File: src/rtl/vagc_pkg.sv
package vagc_pkg;

    typedef enum logic {
        MODE_COARSE = 1'b0,
        MODE_TRACK  = 1'b1
    } vagc_mode_e;

    // one-hot or zero: up = charge, dn = discharge, both low = hold
    typedef struct packed {
        logic up;
        logic dn;
    } vagc_cmd_t;

    typedef struct packed {
        logic done;
        logic good;
    } vagc_line_t;

    function automatic vagc_cmd_t cmd_hold();
        vagc_cmd_t c;
        c.up = 1'b0;
        c.dn = 1'b0;
        return c;
    endfunction

    function automatic vagc_cmd_t cmd_up();
        vagc_cmd_t c;
        c.up = 1'b1;
        c.dn = 1'b0;
        return c;
    endfunction

    function automatic vagc_cmd_t cmd_dn();
        vagc_cmd_t c;
        c.up = 1'b0;
        c.dn = 1'b1;
        return c;
    endfunction

endpackage

File: src/rtl/vagc_line_judge.sv
module vagc_line_judge
    import vagc_pkg::*;
#(
    parameter int DATA_W    = 8,
    parameter int CNT_W     = 8,
    parameter int SEP_CODES = 32
) (
    input  logic              clk,
    input  logic              rst,
    input  logic [DATA_W-1:0] sample_i,
    input  logic              gate_a_i,
    input  logic              gate_b_i,
    output vagc_line_t        verdict_o
);
    localparam int SUM_W  = DATA_W + CNT_W;
    localparam int PROD_W = SUM_W + CNT_W + 1;
    localparam logic [CNT_W-1:0] CNT_MAX = {CNT_W{1'b1}};

    logic              gb_q;
    logic [SUM_W-1:0]  sum_a, sum_b;
    logic [CNT_W-1:0]  cnt_a, cnt_b;
    logic [PROD_W-1:0] lhs, rhs;

    // mean(b) - mean(a) >= SEP  <=>  sum_b*cnt_a >= sum_a*cnt_b + SEP*cnt_a*cnt_b
    always_comb begin
        lhs = PROD_W'(sum_b) * PROD_W'(cnt_a);
        rhs = PROD_W'(sum_a) * PROD_W'(cnt_b)
            + PROD_W'(SEP_CODES) * PROD_W'(cnt_a) * PROD_W'(cnt_b);
        verdict_o.done = gb_q & ~gate_b_i;
        verdict_o.good = (cnt_a != '0) && (cnt_b != '0) && (lhs >= rhs);
    end

    always_ff @(posedge clk) begin
        if (rst) begin
            gb_q  <= 1'b0;
            sum_a <= '0;
            sum_b <= '0;
            cnt_a <= '0;
            cnt_b <= '0;
        end else begin
            gb_q <= gate_b_i;
            if (verdict_o.done) begin
                sum_a <= gate_a_i ? SUM_W'(sample_i) : '0;
                cnt_a <= gate_a_i ? CNT_W'(1) : '0;
                sum_b <= '0;
                cnt_b <= '0;
            end else begin
                if (gate_a_i && cnt_a != CNT_MAX) begin
                    sum_a <= sum_a + SUM_W'(sample_i);
                    cnt_a <= cnt_a + CNT_W'(1);
                end
                if (gate_b_i && cnt_b != CNT_MAX) begin
                    sum_b <= sum_b + SUM_W'(sample_i);
                    cnt_b <= cnt_b + CNT_W'(1);
                end
            end
        end
    end

endmodule

File: src/rtl/vagc_mode_fsm.sv
module vagc_mode_fsm
    import vagc_pkg::*;
#(
    parameter int LOCK_LINES   = 16,
    parameter int UNLOCK_LINES = 64
) (
    input  logic       clk,
    input  logic       rst,
    input  vagc_line_t verdict_i,
    output vagc_mode_e mode_o
);
    localparam int GW = $clog2(LOCK_LINES + 1);
    localparam int BW = $clog2(UNLOCK_LINES + 1);

    vagc_mode_e    mode_q;
    logic [GW-1:0] good_cnt;
    logic [BW-1:0] bad_cnt;

    assign mode_o = mode_q;

    always_ff @(posedge clk) begin
        if (rst) begin
            mode_q   <= MODE_COARSE;
            good_cnt <= '0;
            bad_cnt  <= '0;
        end else if (verdict_i.done) begin
            case (mode_q)
                MODE_COARSE: begin
                    if (!verdict_i.good) begin
                        good_cnt <= '0;
                    end else if (good_cnt == GW'(LOCK_LINES - 1)) begin
                        mode_q   <= MODE_TRACK;
                        good_cnt <= '0;
                        bad_cnt  <= '0;
                    end else begin
                        good_cnt <= good_cnt + GW'(1);
                    end
                end
                default: begin
                    if (verdict_i.good) begin
                        bad_cnt <= '0;
                    end else if (bad_cnt == BW'(UNLOCK_LINES - 1)) begin
                        mode_q   <= MODE_COARSE;
                        good_cnt <= '0;
                        bad_cnt  <= '0;
                    end else begin
                        bad_cnt <= bad_cnt + BW'(1);
                    end
                end
            endcase
        end
    end

    AST_MODE_AT_LINE_END: assert property (@(posedge clk) disable iff (rst)
        (!$past(verdict_i.done)) |-> $stable(mode_q))
        else $error("mode changed outside a line end");

endmodule

File: src/rtl/vagc_cmd_gen.sv
module vagc_cmd_gen
    import vagc_pkg::*;
#(
    parameter int DATA_W      = 8,
    parameter int SYNC_CODE   = 0,
    parameter int BLACK_CODE  = 64,
    parameter int PEAK_CODE   = 248,
    parameter int TRACK_BAND  = 1,
    parameter int COARSE_BAND = 8
) (
    input  logic              clk,
    input  logic              rst,
    input  logic [DATA_W-1:0] sample_i,
    input  logic              gate_a_i,
    input  logic              gate_b_i,
    input  vagc_mode_e        mode_i,
    output vagc_cmd_t         gain_o,
    output vagc_cmd_t         clamp_o
);
    localparam logic [DATA_W-1:0] PEAK_L     = DATA_W'(PEAK_CODE);
    localparam logic [DATA_W-1:0] TRACK_LIM  = DATA_W'(SYNC_CODE + TRACK_BAND);
    localparam logic [DATA_W-1:0] COARSE_LIM = DATA_W'(SYNC_CODE + COARSE_BAND);
    localparam logic [DATA_W-1:0] CLAMP_LO   = DATA_W'(BLACK_CODE - TRACK_BAND);
    localparam logic [DATA_W-1:0] CLAMP_HI   = DATA_W'(BLACK_CODE + TRACK_BAND);

    vagc_cmd_t         gain_d, clamp_d, gain_q, clamp_q;
    logic [DATA_W-1:0] sync_lim;

    always_comb begin
        sync_lim = (mode_i == MODE_TRACK) ? TRACK_LIM : COARSE_LIM;
        gain_d   = cmd_hold();
        if (sample_i >= PEAK_L)
            gain_d = cmd_dn();
        else if (gate_a_i && sample_i > sync_lim)
            gain_d = cmd_up();

        clamp_d = cmd_hold();
        if (gate_b_i) begin
            if (sample_i < CLAMP_LO)
                clamp_d = cmd_up();
            else if (sample_i > CLAMP_HI)
                clamp_d = cmd_dn();
        end
    end

    always_ff @(posedge clk) begin
        if (rst) begin
            gain_q  <= cmd_hold();
            clamp_q <= cmd_hold();
        end else begin
            gain_q  <= gain_d;
            clamp_q <= clamp_d;
        end
    end

    assign gain_o  = gain_q;
    assign clamp_o = clamp_q;

    AST_PEAK_GAIN_DN: assert property (@(posedge clk) disable iff (rst)
        (!$past(rst) && $past(sample_i) >= PEAK_L) |-> (gain_q.dn && !gain_q.up))
        else $error("peak sample did not force gain down");
    AST_GAIN_UP_GATED: assert property (@(posedge clk) disable iff (rst)
        gain_q.up |-> $past(gate_a_i))
        else $error("gain up without sync strobe");
    AST_CLAMP_GATED: assert property (@(posedge clk) disable iff (rst)
        (!$past(gate_b_i)) |-> (!clamp_q.up && !clamp_q.dn))
        else $error("clamp moved outside porch strobe");
    AST_CLAMP_DEADBAND: assert property (@(posedge clk) disable iff (rst)
        (!$past(rst) && $past(gate_b_i) && $past(sample_i) >= CLAMP_LO
         && $past(sample_i) <= CLAMP_HI) |-> (!clamp_q.up && !clamp_q.dn))
        else $error("clamp moved inside dead band");

endmodule

File: src/rtl/vid_agc_ctrl.sv
module vid_agc_ctrl
    import vagc_pkg::*;
#(
    parameter int DATA_W       = 8,
    parameter int CNT_W        = 8,
    parameter int SEP_CODES    = 32,
    parameter int LOCK_LINES   = 16,
    parameter int UNLOCK_LINES = 64
) (
    input  logic              clk,
    input  logic              rst,
    input  logic [DATA_W-1:0] adc_code_i,
    input  logic              gate_sync_i,
    input  logic              gate_porch_i,
    output logic              gain_up_o,
    output logic              gain_dn_o,
    output logic              clamp_up_o,
    output logic              clamp_dn_o,
    output logic              tracking_o
);
    vagc_line_t verdict;
    vagc_mode_e mode;
    vagc_cmd_t  gain, clamp;

    vagc_line_judge #(
        .DATA_W(DATA_W), .CNT_W(CNT_W), .SEP_CODES(SEP_CODES)
    ) u_judge (
        .clk(clk), .rst(rst), .sample_i(adc_code_i),
        .gate_a_i(gate_sync_i), .gate_b_i(gate_porch_i), .verdict_o(verdict)
    );

    vagc_mode_fsm #(
        .LOCK_LINES(LOCK_LINES), .UNLOCK_LINES(UNLOCK_LINES)
    ) u_fsm (
        .clk(clk), .rst(rst), .verdict_i(verdict), .mode_o(mode)
    );

    vagc_cmd_gen #(
        .DATA_W(DATA_W)
    ) u_cmd (
        .clk(clk), .rst(rst), .sample_i(adc_code_i),
        .gate_a_i(gate_sync_i), .gate_b_i(gate_porch_i), .mode_i(mode),
        .gain_o(gain), .clamp_o(clamp)
    );

    assign gain_up_o  = gain.up;
    assign gain_dn_o  = gain.dn;
    assign clamp_up_o = clamp.up;
    assign clamp_dn_o = clamp.dn;
    assign tracking_o = (mode == MODE_TRACK);

endmodule

File: config.mk
export PLATFORM = sky130hd
export DESIGN_NAME = vid_agc_ctrl
export DESIGN_NICKNAME = d
export VERILOG_FILES = /design/src/rtl/vagc_pkg.sv /design/src/rtl/vagc_line_judge.sv /design/src/rtl/vagc_mode_fsm.sv /design/src/rtl/vagc_cmd_gen.sv /design/src/rtl/vid_agc_ctrl.sv
export SDC_FILE = /design/constraint.sdc
export NUM_CORES = 1
export LEC_CHECK = 0
export ABC_CLOCK_PERIOD_IN_PS = 11500
export BUFFER_PORTS_ARGS = -buffer_cell sky130_fd_sc_hd__buf_2
export CORE_ASPECT_RATIO = 1.2
export CORE_MARGIN = 2
export CORE_UTILIZATION = 45
export CTS_CLUSTER_SIZE = 24
export DETAILED_ROUTE_END_ITERATION = 10
export GPL_ROUTABILITY_DRIVEN = 0
export PLACE_DENSITY = 0.66
export SLEW_MARGIN = 20
export SYNTH_ARGS = -nofsm -noshare
export SYNTH_HDL_FRONTEND = slang
export SYNTH_SLANG_ARGS = --single-unit
export TNS_END_PERCENT = 100
File: constraint.sdc
create_clock -name clk -period 11.5 [get_ports clk]
set_clock_uncertainty 0.15 [all_clocks]
set_input_delay 1.15 -clock clk [delete_from_list [all_inputs] [get_ports clk]]
set_output_delay 1.15 -clock clk [all_outputs]
set_load 0.05 [all_outputs]
==> impl_metrics.env, run 1 <==
export IMPL_die_y_um=200
export IMPL_start_util_pct=45.9
export IMPL_maxSlewHeadroom_pct=46.5
export IMPL_pre_cts_ws_ns=1.31
export IMPL_hold_class="flop to flop"
export IMPL_syn2layout_area_growth_pct=4.91
export IMPL_nets=2109
export IMPL_overflow=0
export IMPL_dieArea_um2=33600
export IMPL_first_iter_violations=601
export IMPL_die_w_um=168
export IMPL_power_mw=0.698
export IMPL_critPathLaunchType="flop"
export IMPL_antenna_found_initial=0
export IMPL_cap_viol_max_count=0
export IMPL_startpoint="u_judge.cnt_b[4]"
export IMPL_outcome="completed"
export IMPL_drtAntennaViolNets=0
export IMPL_avgViaCountPerCell=5.38
export IMPL_yosysWarnings=0
export IMPL_grt_max_degree=42
export IMPL_ys_types=64
export IMPL_required_ns=11.57
export IMPL_min_period_over_period_pct=89.7
export IMPL_rsz0062_at_grt="false"
export IMPL_ys_ff_latch=66
export IMPL_avgSynthCellArea_um2=8.32
export IMPL_power_static_leakage_nw=7.67
export IMPL_core_um2=31500
export IMPL_internal_power_mw=0.488
export IMPL_cts_hold_buf=0
export IMPL_r2r_start="u_judge.cnt_b[4]"
export IMPL_synth_area_um2=14500
export IMPL_cts_tree="built"
export IMPL_drv_slew=0
export IMPL_clk_latency_ns=0.33
export IMPL_h_tree_depth=3
export IMPL_finalSetupViolCount=0
export IMPL_rr_worst_depth=36
export IMPL_grt_pass1_vias=11700
export IMPL_max_stage_delay_ns=0.54
export IMPL_peakVddDrop_mv=0.116
export IMPL_clock_power_share_pct=41.9
export IMPL_cts_buffers=9
export IMPL_holdWs_ns=0.294
export IMPL_ys_flop_type="dfxtp_1"
export IMPL_clk_pin_slew_ns=0.05
export IMPL_worst_setup_path_end_kind="flop"
export IMPL_wl_um=34000
export IMPL_worstSetupPathType="flop to flop"
export IMPL_fin_ws_ns=1.18
export IMPL_grt_use_total_pct=20.8
export IMPL_arrival_ns=10.39
export IMPL_grt_pass1_wl_um=57500
export IMPL_slowest_stage="fa_1"
export IMPL_rrSetupSlack_ns=1.18
export IMPL_layout_drive_gt1_share_pct=3.58
export IMPL_finalHoldViolations=0
export IMPL_powerDensity_nw_per_um2=46.0
export IMPL_worst_slew_pin_transition_ns=0.800
export IMPL_tns_ns=0
export IMPL_first_pass_iters=5
export IMPL_fillers=2991
export IMPL_switching_power_mw=0.210
export IMPL_clock_path_buffers=2
export IMPL_synthArstFlopShare_pct=0
export IMPL_fin_crit_ns=10.32
export IMPL_synth_edff_count=0
export IMPL_postCtsSetupBuffers=0
export IMPL_diodes=0
export IMPL_syn_nets=2149
export IMPL_pin_count=17
export IMPL_crit_end="u_fsm.bad_cnt[0]"
export IMPL_max_freq_mhz=96.9
export IMPL_route_detailed_drc=0
export IMPL_rows=71
export IMPL_synth_cells=1739
export IMPL_pwr_share_seq_pct=37.9
export IMPL_vias=11300
export IMPL_power_frac_comb_pct=20.2
export IMPL_ctsResizeCount=0
export IMPL_cp_max_fo=15
export IMPL_critPathMostFrequentCell="fa_1"
export IMPL_port_buffers=16
export IMPL_ys_seq_area_share_pct=9.14
export IMPL_r2r_end="u_fsm.bad_cnt[0]"
export IMPL_place_hpwl_um=27900
export IMPL_cts_root_buf="clkbuf_16"
export IMPL_cts_num_sinks=66
export IMPL_swShare_pct=30.0
export IMPL_wl_per_cell_um=16.2
cells in the mapped netlist, drive strengths merged, types with 3 or more instances:
cell	instances	area, um^2
o211ai	7	52.6
o21a	11	82.6
a211oi	16	125
a21oi	68	344
nor3	16	80.1
nand2b	9	56.3
nor4	4	25.0
a31oi	13	81.3
a2111oi	4	41.3
nand3	25	125
dfxtp	66	1320
xnor2	54	473
fa	223	4460
clkbuf	77	290
o31ai	4	30.0
inv	297	1110
and2	171	1070
xor2	25	219
o21ai	43	215
a21boi	5	37.5
ha	175	2190
a31o	3	26.3
a22o	3	26.3
buf	10	38.8
nand2	226	848
a21o	22	165
nand4	17	106
and3	9	56.3
nor2b	5	31.3
nor2	80	300
or3	11	68.8
a311oi	4	35.0
or4	3	22.5
how the worst min path moves through the flow:
stage	from	to	slack [ns]	cells past startpoint
final	u_fsm.bad_cnt[6]	u_fsm.bad_cnt[6]	0.29	2
after global routing	u_fsm.bad_cnt[6]	u_fsm.bad_cnt[6]	0.32	2
after CTS	u_fsm.bad_cnt[6]	u_fsm.bad_cnt[6]	0.29	2
after detailed placement	u_fsm.bad_cnt[6]	u_fsm.bad_cnt[6]	0.29	2
after global placement	u_fsm.bad_cnt[6]	u_fsm.bad_cnt[6]	0.28	2
after floorplan	u_fsm.bad_cnt[6]	u_fsm.bad_cnt[6]	0.27	2
layout by cell type (no fill, tap or decap), types with 4 or more instances in the layout:
master     netlist  layout
nand2_1        226     226
or3_1           11      11
and2_1         170     170
xor2_1          25      25
a31oi_1         13      13
xnor2_1         54      54
a21o_1          22      22
nor2b_1          5       5
nor2_1          80      80
dfxtp_1         66      66
o21a_1          11      11
inv_1          297     297
ha_1           175     175
a311oi_1         4       4
nor4_1           4       4
clkbuf_16        0       9
o21ai_0         42      42
a211oi_1        15      15
a21boi_0         5       5
nand4_1         17      17
and3_1           9       9
nand2b_1         9       9
o211ai_1         7       7
o31ai_1          4       4
buf_2            1      16
fa_1           223     223
nand3_1         25      25
a21oi_1         67      67
buf_4            0      20
nor3_1          16      16
cell families after synthesis:
kind of cell	count (synthesis)	synth area share, %
muxes	2	0.156
xor gates and xnor gates	79	4.78
DFF	66	9.14
adders and majority gates	398	46.0
and+or+nand+nor	587	19.9
buffers and inverters	384	9.98
AOI/OAI and AO/OA	223	10.0
area by class of cell:
type                            count  area, um^2  share of cell area, %
Multi-Input combinational cell   1289       11700                   77.1
Sequential cell                    66        1320                   8.71
Tap cell                          401         502                   3.31
Timing Repair Buffer               36         230                   1.52
Inverter                          297        1110                   7.35
Clock buffer                       11         243                   1.60
Clock inverter                      3        65.1                  0.429
metal layers:
metal | global-route usage [%] | routed length [um]
met4 | 5.71 | 780
met2 | 36.7 | 16600
met5 | 0 | 0
met1 | 27.6 | 15100
met3 | 1.48 | 1530
power groups by stage:
stage	combinational, mW	sequential (mW)	clock, mW
floorplan	0.114	0.251	0
finish	0.141	0.264	0.292
global route	0.161	0.266	0.305
global placement	0.136	0.268	0
detailed placement	0.140	0.268	0
CTS	0.141	0.263	0.296
critical path, delay by kind of cell (launching register included):
family / cells / cell delay [ns]
simple gates: 6 / 1.05
xor+xnor: 2 / 0.50
mux: 1 / 0.29
compound gates: 13 / 2.63
buf+inv: 3 / 0.52
fa+ha+maj: 11 / 4.61
flops: 1 / 0.45
flip-flops by register name, indices dropped and copies added, names as in the netlist:
register        flops
u_judge.cnt_b       8
u_judge.sum_a      16
u_fsm.bad_cnt       7
u_cmd.clamp_o       2
u_fsm.good_cnt      5
u_cmd.gain_o        2
u_judge.cnt_a       8
u_judge.sum_b      16
u_fsm.mode_o        1
u_judge.gb_q        1
through the flow:
stage               instances  utilization, %  area, um^2
finish                   2103            48.1       15200
floorplan                1739               -       14500
global placement         2089            47.1       14900
CTS                      2103            48.1       15200
global route             2103            48.1       15200
detailed placement       2089            47.1       14900
Note: power is estimated with default switching activity, not from simulation.
==> inputs of run 2 (changes only) <==
- BUFFER_PORTS_ARGS: -buffer_cell sky130_fd_sc_hd__buf_2 -> not set
- DONT_BUFFER_PORTS: not set -> 1
==> impl_metrics.env, run 2 (same netlist as run 1, synthesis figures left out) <==
export IMPL_outcome="completed"
export IMPL_hold_class="flop to flop"
export IMPL_worst_hold_startpoint="u_fsm.bad_cnt[6]"
export IMPL_dr_wl_met3_um=1440
export IMPL_cts_hold_buf=0
export IMPL_final_common_cell="inv_1"
export IMPL_max_freq_mhz=97.7
export IMPL_path_buf_inv=6
export IMPL_clk_pin_slew_ns=0.06
export IMPL_nets=2093
export IMPL_wl_per_cell_um=16.4
export IMPL_pre_cts_ws_ns=1.28
export IMPL_start_util_pct=45.9
export IMPL_clk_latency_ns=0.33
export IMPL_layout_drive_gt1_share_pct=2.78
export IMPL_vias=11300
export IMPL_finalSetupViolCount=0
export IMPL_r2r_end="u_fsm.good_cnt[0]"
export IMPL_holdWs_ns=0.293
export IMPL_drtAntennaViolNets=0
export IMPL_rrSetupSlack_ns=1.26
export IMPL_grt_use_total_pct=21.1
export IMPL_maxSlewHeadroom_pct=36.9
export IMPL_max_stage_delay_ns=0.57
export IMPL_slowest_stage="nor4_1"
export IMPL_min_to="u_fsm.bad_cnt[6]"
export IMPL_drv_slew=0
export IMPL_die_y_um=200
export IMPL_route_met2_wl_um=16400
export IMPL_grt_pass1_vias=12000
export IMPL_dieArea_um2=33600
export IMPL_first_iter_violations=653
export IMPL_largest_registers="u_judge.sum_a: 16 flops, u_judge.sum_b: 16 flops"
export IMPL_crit_cells=38
export IMPL_routed_top_layer="met4"
export IMPL_critPathLaunchType="flop"
export IMPL_worst_setup_path_end_kind="flop"
export IMPL_die_w_um=168
export IMPL_rsz0062_at_grt="false"
export IMPL_clock_path_buffers=2
export IMPL_most_common_layout_cells="inv_1 (297), nand2_1 (226), fa_1 (223), ha_1 (175), and2_1 (170)"
export IMPL_r2r_start="u_judge.cnt_a[2]"
export IMPL_wl_um=34200
export IMPL_place_hpwl_um=27800
export IMPL_syn2layout_area_growth_pct=4.12
export IMPL_rows=71
export IMPL_required_ns=11.62
export IMPL_finalHoldViolations=0
export IMPL_peakVddDrop_mv=0.109
export IMPL_antenna_found_initial=0
export IMPL_route_detailed_drc=0
export IMPL_diodes=0
export IMPL_min_path_cells=2
export IMPL_rr_worst_depth=38
export IMPL_ctsResizeCount=0
export IMPL_port_buffers=0
export IMPL_cts_tree="built"
export IMPL_first_pass_iters=5
export IMPL_powerDensity_nw_per_um2=43.1
export IMPL_avgViaCountPerCell=5.39
export IMPL_finalInstanceArea_um2=15100
export IMPL_fillers=3019
export IMPL_arrival_ns=10.36
export IMPL_cts_buffers=9
export IMPL_grt_max_degree=42
export IMPL_cts_root_buf="clkbuf_16"
export IMPL_power_static_leakage_nw=7.58
export IMPL_critPathMostFrequentCell="fa_1"
export IMPL_pin_count=17
export IMPL_grt_pass1_wl_um=58200
export IMPL_tns_ns=0
export IMPL_crit_family="adder cells"
export IMPL_overflow=0
export IMPL_core_um2=31500
export IMPL_dpl_cell_area_um2=14800
export IMPL_worst_slew_pin_transition_ns=0.945
export IMPL_worstSetupPathType="flop to flop"
export IMPL_fin_crit_ns=10.24
export IMPL_cp_max_fo=22
export IMPL_fin_ws_ns=1.26
export IMPL_postCtsSetupBuffers=0
export IMPL_h_tree_depth=3
export IMPL_cap_viol_max_count=0
export IMPL_cts_num_sinks=66
export IMPL_wl_met1_um=15200
export IMPL_min_period_over_period_pct=89.0
run 2: cell count changes in the layout (fill, tap and decap cells not counted):
cell,delta
clkinvlp_4,+2
buf_2,-16
bufinv_16,-2
clkinv_2,+2
run 2: worst max-delay path by stage:
stage	start	end
4_1_cts	u_judge.cnt_a[2]	u_fsm.good_cnt[0]
3_3_place_gp	u_judge.cnt_a[2]	u_fsm.good_cnt[0]
2_1_floorplan	u_judge.cnt_b[7]	u_fsm.bad_cnt[5]
5_1_grt	u_judge.cnt_a[2]	u_fsm.good_cnt[0]
6_report	u_judge.cnt_a[2]	u_fsm.good_cnt[0]
3_5_place_dp	u_judge.cnt_a[2]	u_fsm.good_cnt[0]
run 2: where the power goes:
group          switching [mW]  internal (mW)  total [mW]
sequential             0.0291          0.238       0.268
clock                   0.101          0.151       0.251
combinational          0.0758         0.0550       0.131
total                   0.206          0.444       0.649
run 2: routing by layer:
metal | GRT usage, % | vias up
li1 | - | 5374
met1 | 27.0 | 5559
met2 | 36.7 | 265
met3 | 2.17 | 62
met4 | 8.01 | 0
met5 | 0 | -
run 2: area by class of cell:
class | instances | area (um^2) | share of cell area, %
Sequential cell | 66 | 1320 | 8.78
Timing Repair Buffer | 20 | 150 | 0.997
Inverter | 297 | 1110 | 7.40
Clock inverter | 5 | 30.0 | 0.199
Multi-Input combinational cell | 1289 | 11700 | 77.7
Tap cell | 401 | 502 | 3.33
Clock buffer | 11 | 243 | 1.61
run 2: tightest hold or removal path: cells and delay by family, from the launching register on:
kind / cells / cell delay, ns
and+or+nand+nor: 1 / 0.05
DFF: 1 / 0.31
AOI/OAI and AO/OA: 1 / 0.03
run 2: stage by stage:
stage	power (mW)	instances	util, %
2_1_floorplan	0.365	1739	-
3_3_place_gp	0.398	2073	46.9
3_5_place_dp	0.401	2073	46.9
4_1_cts	0.654	2089	47.7
5_1_grt	0.685	2089	47.7
6_report	0.649	2089	47.7
